<file path="src/rtl/pwm_pkg.sv">
package pwm_pkg;

    typedef enum logic [1:0] {
        CH_IDLE = 2'd0,
        CH_RUN  = 2'd1,
        CH_PEND = 2'd2
    } ch_state_e;

    typedef enum logic [1:0] {
        LD_NONE  = 2'd0,
        LD_LIVE  = 2'd1,
        LD_STAGE = 2'd2
    } ld_src_e;

    localparam int unsigned OFS_START  = 32'h44;
    localparam int unsigned OFS_UPDATE = 32'h4C;
    localparam int unsigned OFS_OE     = 32'hD0;
    localparam int unsigned CH_STRIDE  = 8;
    localparam int unsigned OFS_PERIOD = 4;
    localparam int unsigned MIN_PERIOD = 2;

endpackage

</file>
<file path="src/rtl/pwm_regfile.sv">
module pwm_regfile
    import pwm_pkg::*;
#(
    parameter int unsigned NCH = 4,
    parameter int unsigned VW  = 30,
    parameter int unsigned AW  = 8,
    parameter int unsigned DW  = 32
) (
    input  logic                clk,
    input  logic                rst_n,
    input  logic                bus_we,
    input  logic [AW-1:0]       bus_addr,
    input  logic [DW-1:0]       bus_wdata,
    output logic [DW-1:0]       bus_rdata,
    output logic [NCH-1:0][VW-1:0] low_reg,
    output logic [NCH-1:0][VW-1:0] per_reg,
    output logic [NCH-1:0]      start_reg,
    output logic [NCH-1:0]      upd_reg,
    output logic [NCH-1:0]      oe_reg
);

    localparam logic [AW-1:0] A_START = AW'(OFS_START);
    localparam logic [AW-1:0] A_UPD   = AW'(OFS_UPDATE);
    localparam logic [AW-1:0] A_OE    = AW'(OFS_OE);

    logic unused_wdata_hi;
    assign unused_wdata_hi = ^bus_wdata[DW-1:VW];

    genvar n;
    generate
        for (n = 0; n < NCH; n++) begin : g_chreg
            localparam logic [AW-1:0] A_LOW = AW'(n * CH_STRIDE);
            localparam logic [AW-1:0] A_PER = AW'(n * CH_STRIDE + OFS_PERIOD);
            always_ff @(posedge clk) begin
                if (!rst_n) begin
                    low_reg[n] <= '0;
                    per_reg[n] <= '0;
                end else if (bus_we) begin
                    if (bus_addr == A_LOW) low_reg[n] <= bus_wdata[VW-1:0];
                    if (bus_addr == A_PER) per_reg[n] <= bus_wdata[VW-1:0];
                end
            end
        end
    endgenerate

    always_ff @(posedge clk) begin
        if (!rst_n) begin
            start_reg <= '0;
            upd_reg   <= '0;
            oe_reg    <= '0;
        end else if (bus_we) begin
            if (bus_addr == A_START) start_reg <= bus_wdata[NCH-1:0];
            if (bus_addr == A_UPD)   upd_reg   <= bus_wdata[NCH-1:0];
            if (bus_addr == A_OE)    oe_reg    <= bus_wdata[NCH-1:0];
        end
    end

    always_comb begin
        bus_rdata = '0;
        for (int c = 0; c < NCH; c++) begin
            if (bus_addr == AW'(c * CH_STRIDE))
                bus_rdata = DW'(low_reg[c]);
            if (bus_addr == AW'(c * CH_STRIDE + OFS_PERIOD))
                bus_rdata = DW'(per_reg[c]);
        end
        if (bus_addr == A_START) bus_rdata = DW'(start_reg);
        if (bus_addr == A_UPD)   bus_rdata = DW'(upd_reg);
        if (bus_addr == A_OE)    bus_rdata = DW'(oe_reg);
    end

    AST_UPD_WRITE: assert property (@(posedge clk) disable iff (!rst_n)
        (bus_we && bus_addr == A_UPD) |=> (upd_reg == $past(bus_wdata[NCH-1:0])));

    AST_OE_WRITE: assert property (@(posedge clk) disable iff (!rst_n)
        (bus_we && bus_addr == A_OE) |=> (oe_reg == $past(bus_wdata[NCH-1:0])));

endmodule

</file>
<file path="src/rtl/pwm_wave.sv">
module pwm_wave
    import pwm_pkg::*;
#(
    parameter int unsigned VW = 30
) (
    input  logic          run,
    input  logic [VW-1:0] cnt,
    input  logic [VW-1:0] per_w,
    input  logic [VW-1:0] low_w,
    output logic [VW-1:0] per_eff,
    output logic          bound,
    output logic          wave
);

    logic [VW-1:0] hi_len;

    always_comb begin
        per_eff = (per_w < VW'(MIN_PERIOD)) ? VW'(MIN_PERIOD) : per_w;
        hi_len  = (low_w >= per_eff) ? '0 : (per_eff - low_w);
        bound   = run && (cnt == (per_eff - VW'(1)));
        wave    = run && (cnt < hi_len);
    end

endmodule

</file>
<file path="src/rtl/pwm_channel.sv">
module pwm_channel
    import pwm_pkg::*;
#(
    parameter int unsigned VW = 30
) (
    input  logic          clk,
    input  logic          rst_n,
    input  logic          start,
    input  logic          upd,
    input  logic          oe,
    input  logic [VW-1:0] per_reg,
    input  logic [VW-1:0] low_reg,
    output logic          out
);

    ch_state_e     state, nxt;
    ld_src_e       ld;
    logic          stage_cap, cnt_clr;
    logic          start_d, upd_d, rise, fall;
    logic [VW-1:0] cnt, per_w, low_w, per_s, low_s, per_eff;
    logic          bound, wave, run;

    assign rise = start && !start_d;
    assign fall = upd_d && !upd;
    assign run  = (state != CH_IDLE);

    pwm_wave #(.VW(VW)) u_wave (
        .run    (run),
        .cnt    (cnt),
        .per_w  (per_w),
        .low_w  (low_w),
        .per_eff(per_eff),
        .bound  (bound),
        .wave   (wave)
    );

    always_ff @(posedge clk) begin
        if (!rst_n) state <= CH_IDLE;
        else        state <= nxt;
    end

    always_comb begin
        nxt       = state;
        ld        = LD_NONE;
        stage_cap = 1'b0;
        cnt_clr   = 1'b0;
        unique case (state)
            CH_IDLE: begin
                cnt_clr = 1'b1;
                if (rise) begin
                    nxt = CH_RUN;
                    ld  = LD_LIVE;
                end
            end
            CH_RUN: begin
                if (!start) begin
                    nxt     = CH_IDLE;
                    cnt_clr = 1'b1;
                end else begin
                    cnt_clr = bound;
                    if (fall && bound) begin
                        ld = LD_LIVE;
                    end else if (fall) begin
                        stage_cap = 1'b1;
                        nxt       = CH_PEND;
                    end
                end
            end
            CH_PEND: begin
                if (!start) begin
                    nxt     = CH_IDLE;
                    cnt_clr = 1'b1;
                end else if (bound) begin
                    cnt_clr = 1'b1;
                    nxt     = CH_RUN;
                    ld      = fall ? LD_LIVE : LD_STAGE;
                end else if (fall) begin
                    stage_cap = 1'b1;
                end
            end
            default: begin
                nxt     = CH_IDLE;
                cnt_clr = 1'b1;
            end
        endcase
    end

    always_ff @(posedge clk) begin
        if (!rst_n) begin
            start_d <= 1'b0;
            upd_d   <= 1'b0;
            cnt     <= '0;
            per_w   <= '0;
            low_w   <= '0;
            per_s   <= '0;
            low_s   <= '0;
        end else begin
            start_d <= start;
            upd_d   <= upd;
            if (cnt_clr)  cnt <= '0;
            else if (run) cnt <= cnt + VW'(1);
            if (stage_cap) begin
                per_s <= per_reg;
                low_s <= low_reg;
            end
            unique case (ld)
                LD_LIVE: begin
                    per_w <= per_reg;
                    low_w <= low_reg;
                end
                LD_STAGE: begin
                    per_w <= per_s;
                    low_w <= low_s;
                end
                default: ;
            endcase
        end
    end

    assign out = wave && oe && start;

    AST_START_LOAD: assert property (@(posedge clk) disable iff (!rst_n)
        (state == CH_IDLE && rise) |=> (state == CH_RUN && cnt == '0));

    AST_CNT_RANGE: assert property (@(posedge clk) disable iff (!rst_n)
        run |-> (cnt < per_eff));

    AST_HOLD_MID: assert property (@(posedge clk) disable iff (!rst_n)
        (run && !bound) |=> ($stable(per_w) && $stable(low_w)));

    AST_STAGE_WAIT: assert property (@(posedge clk) disable iff (!rst_n)
        (state == CH_RUN && start && fall && !bound) |=> (state == CH_PEND));

    AST_STOP_IDLE: assert property (@(posedge clk) disable iff (!rst_n)
        (run && !start) |=> (state == CH_IDLE));

    AST_ZERO_LOW: assert property (@(posedge clk) disable iff (!rst_n)
        (run && low_w == '0) |-> wave);

    AST_OVER_LOW: assert property (@(posedge clk) disable iff (!rst_n)
        (run && low_w >= per_eff) |-> !wave);

endmodule

</file>
<file path="src/rtl/quad_pwm.sv">
module quad_pwm
    import pwm_pkg::*;
#(
    parameter int unsigned NCH = 4,
    parameter int unsigned VW  = 30,
    parameter int unsigned AW  = 8,
    parameter int unsigned DW  = 32
) (
    input  logic           clk,
    input  logic           rst_n,
    input  logic           bus_we,
    input  logic [AW-1:0]  bus_addr,
    input  logic [DW-1:0]  bus_wdata,
    output logic [DW-1:0]  bus_rdata,
    output logic [NCH-1:0] pwm_out,
    output logic [NCH-1:0] pwm_oe
);

    logic [NCH-1:0][VW-1:0] low_reg, per_reg;
    logic [NCH-1:0]         start_reg, upd_reg, oe_reg;

    pwm_regfile #(.NCH(NCH), .VW(VW), .AW(AW), .DW(DW)) u_regs (
        .clk      (clk),
        .rst_n    (rst_n),
        .bus_we   (bus_we),
        .bus_addr (bus_addr),
        .bus_wdata(bus_wdata),
        .bus_rdata(bus_rdata),
        .low_reg  (low_reg),
        .per_reg  (per_reg),
        .start_reg(start_reg),
        .upd_reg  (upd_reg),
        .oe_reg   (oe_reg)
    );

    genvar n;
    generate
        for (n = 0; n < NCH; n++) begin : g_ch
            pwm_channel #(.VW(VW)) u_ch (
                .clk    (clk),
                .rst_n  (rst_n),
                .start  (start_reg[n]),
                .upd    (upd_reg[n]),
                .oe     (oe_reg[n]),
                .per_reg(per_reg[n]),
                .low_reg(low_reg[n]),
                .out    (pwm_out[n])
            );
        end
    endgenerate

    assign pwm_oe = oe_reg;

endmodule

</file>
<file path="config.mk">
export PLATFORM = sky130hd
export DESIGN_NAME = quad_pwm
export DESIGN_NICKNAME = d
export VERILOG_FILES = /design/src/rtl/pwm_pkg.sv /design/src/rtl/pwm_regfile.sv /design/src/rtl/pwm_wave.sv /design/src/rtl/pwm_channel.sv /design/src/rtl/quad_pwm.sv
export SDC_FILE = /design/constraint.sdc
export NUM_CORES = 2
export LEC_CHECK = 0
export ABC_CLOCK_PERIOD_IN_PS = 6600
export CAP_MARGIN = 20
export CORE_MARGIN = 4
export CORE_UTILIZATION = 40
export CTS_CLUSTER_DIAMETER = 120
export CTS_CLUSTER_SIZE = 8
export DETAILED_ROUTE_END_ITERATION = 10
export DONT_BUFFER_PORTS = 1
export PLACE_DENSITY = 0.66
export REMOVE_ABC_BUFFERS = 1
export SETUP_SLACK_MARGIN = 0.4
export SKIP_CTS_REPAIR_TIMING = 1
export SLEW_MARGIN = 25
export SYNTH_ARGS = -nofsm -noshare
export SYNTH_HDL_FRONTEND = slang
export SYNTH_HIERARCHICAL = 1
export SYNTH_SLANG_ARGS = --single-unit
</file>
<file path="constraint.sdc">
create_clock -name clk -period 6.6 [get_ports clk]
set_input_delay 0.33 -clock clk [delete_from_list [all_inputs] [get_ports clk]]
set_output_delay 0.33 -clock clk [all_outputs]
set_load 0.1 [all_outputs]
</file>
==> flow_metrics.py <==
metrics = {
    "grt": {
        "grtUsageMet3_pct": 4.62,
        "grt_overflow_total": 0,
        "grt_use_total_pct": 24.4,
        "grt.busiest_layer": "met2",
        "grt_first_pass_wirelength_mm": 273,
        "grtUsageMet2_pct": 37.5,
        "grt_antenna_before_repair": 11,
        "grt_max_degree": 765,
        "grt_pass1_vias": 45600,
        "use_met1_pct": 33.7,
    },
    "run_status": {
        "violations": "max-slew violations, negative setup slack",
        "outcome": "finished, violations left",
    },
    "synthesis": {
        "yosys_warnings": 6,
        "netlist_area_sq_um": 53900,
        "syn_inst": 6917,
        "avgSynthCellArea_sq_um": 7.79,
    },
    "die": {
        "fp-row-count": 134,
        "pin_count": 83,
        "die_h_microns": 375,
        "core_area_sq_um": 134000,
        "die_w_microns": 375,
        "start_util_pct": 40.3,
        "die-area_sq_um": 141000,
    },
    "cells_and_area": {
        "fin_cells": 8612,
        "final_nets": 7148,
        "most-common-layout-cells": "nand2_1, dfxtp_1, a21boi_0, o21ai_0, mux2i_1",
        "final_common_cell": "nand2_1",
        "drive_gt1_share_pct": 9.66,
        "final_area_sq_um": 60500,
        "areaGrowthSynthToFinish_pct": 12.2,
    },
    "clocking": {
        "cts.sinks": 868,
        "cts_tree": "yes",
        "cts_root_buffer": "clkbuf_16",
        "clkTransAtPathRegs_ns": 0.05,
        "htree_num_levels": 3,
        "clkLatencyLatePin_ns": 0.74,
        "cts.path.max_buffers": 3,
        "tritoncts.num_buffers": 118,
    },
    "setup_path": {
        "crit_end": "pwm_out[2]",
        "start_kind": "flop",
        "critPathRequiredTime_ns": 6.27,
        "worstSetupPathType": "reg2out",
        "r2r_cells": 22,
        "critPathMaxStageDelay_ns": 0.58,
        "ff2ff_setup_slack_ns": 0.66,
        "critPathLaunch": "g_ch[2].u_ch/per_w[20]",
        "cp_slowest_cell": "or4_4",
        "arrival_ns": 6.76,
        "endpoint_kind": "output pin",
        "rr_endpoint": "g_ch[2].u_ch/per_w[21]",
        "timing.rr.start": "g_ch[2].u_ch/per_w[20]",
        "worstPathMaxFanout": 4,
    },
    "worst_hold_path": {
        "hold_class": "in2reg",
        "worstHoldStart": "bus_we",
    },
    "sta": {
        "max_slew_margin_pct": -29.7,
        "rsz0062_at_grt": "yes",
        "period_needed_ns": 7.09,
        "skew_ns": 0.0464,
        "fmax_mhz": 141,
        "fin_crit_sh_pct": 107,
        "hold_viol_final": 0,
        "setup_slack_ns": -0.486,
        "setup-tns-final_ns": -0.629,
        "setup_viol": 3,
        "slew_viol_final": 618,
        "tightest_slew_ns": 1.95,
    },
    "power_and_ir_drop": {
        "p_per_area_nw_per_um2": 181,
        "power_frac_comb_pct": 2.6,
        "p_clk_share_pct": 49.5,
        "swShare_pct": 22.5,
        "total_power_w": 0.0110,
        "p_sw_w": 0.00246,
        "ir_worst_vdd_v": 0.000221,
        "p_int_w": 0.00849,
        "p_leak_nw": 21.4,
        "pwr-share-seq_pct": 48.0,
    },
    "drt": {
        "first_pass_iters": 8,
        "vias": 49500,
        "drt_iter0_markers": 4595,
        "drc": 0,
        "vias_per_cell": 5.74,
        "routed_wl_mm": 181,
        "ant_nets": 0,
        "wl_per_cell_microns": 21.1,
    },
    "placement": {
        "place_inst": 8400,
        "dpl.hpwl_mm": 132,
        "place.gp.congestion": 0.950,
        "dpl_cell_area_sq_um": 56000,
        "port_buffers": 0,
    },
    "flow_run": {
        "drv_cap": 0,
    },
}
-- metal layers --
layer  vias to the layer above  routed length (microns)
met5                         -                       51
met4                         8                     6580
met3                       332                    13800
met2                      1629                    79700
met1                     23800                    81400
li1                      23700                        -
-- how the worst min path moves through the flow --
stage | to | slack [ns] | cells after the start
6_report | u_regs/oe_reg[1] | 0.06 | 3
3_3_place_gp | g_ch[3].u_ch/low_s[0] | 0.45 | 2
3_5_place_dp | g_ch[3].u_ch/low_s[1] | 0.46 | 2
4_1_cts | u_regs/low_reg[111] | -0.30 | 2
5_1_grt | g_ch[2].u_ch/state[0] | 0.02 | 2
2_1_floorplan | g_ch[0].u_ch/low_s[0] | 0.44 | 2
-- power groups by stage --
stage	combinational [W]	sequential, W	clock [W]
2_1_floorplan	0.000134	0.00536	0
3_3_place_gp	0.000183	0.00536	0
3_5_place_dp	0.000184	0.00536	0
4_1_cts	0.000185	0.00526	0.00552
5_1_grt	0.000279	0.00525	0.00572
6_report	0.000282	0.00526	0.00542
-- metrics by stage --
stage / util [%] / setup WS [ns] / hold slack, ns
2_1_floorplan: - / -0.371 / 0.443
3_3_place_gp: 41.9 / -0.0893 / 0.451
3_5_place_dp: 41.9 / -0.138 / 0.458
4_1_cts: 44.2 / -0.942 / -0.295
5_1_grt: 45.2 / -0.760 / 0.0153
6_report: 45.2 / -0.486 / 0.0614
-- critical path: cells and delay by family, from the launching register on --
family | cells | cell delay (ns)
and+or+nand+nor | 13 | 3.35
buffers and inverters | 5 | 0.61
adders and majority gates | 3 | 0.66
DFF | 1 | 0.32
AOI/OAI and AO/OA | 7 | 1.10
-- layout make-up --
cell class	instances	area, sq um
antenna	4	10.0
tap	1768	2210
clock inverter	7	101
multi-input combinational	5323	34300
clock buffer	120	2980
fill	13000	73200
inverter	202	758
timing repair buffer	320	2740
sequential	868	17400
No activity file was read; power rests on OpenSTA's default activity.
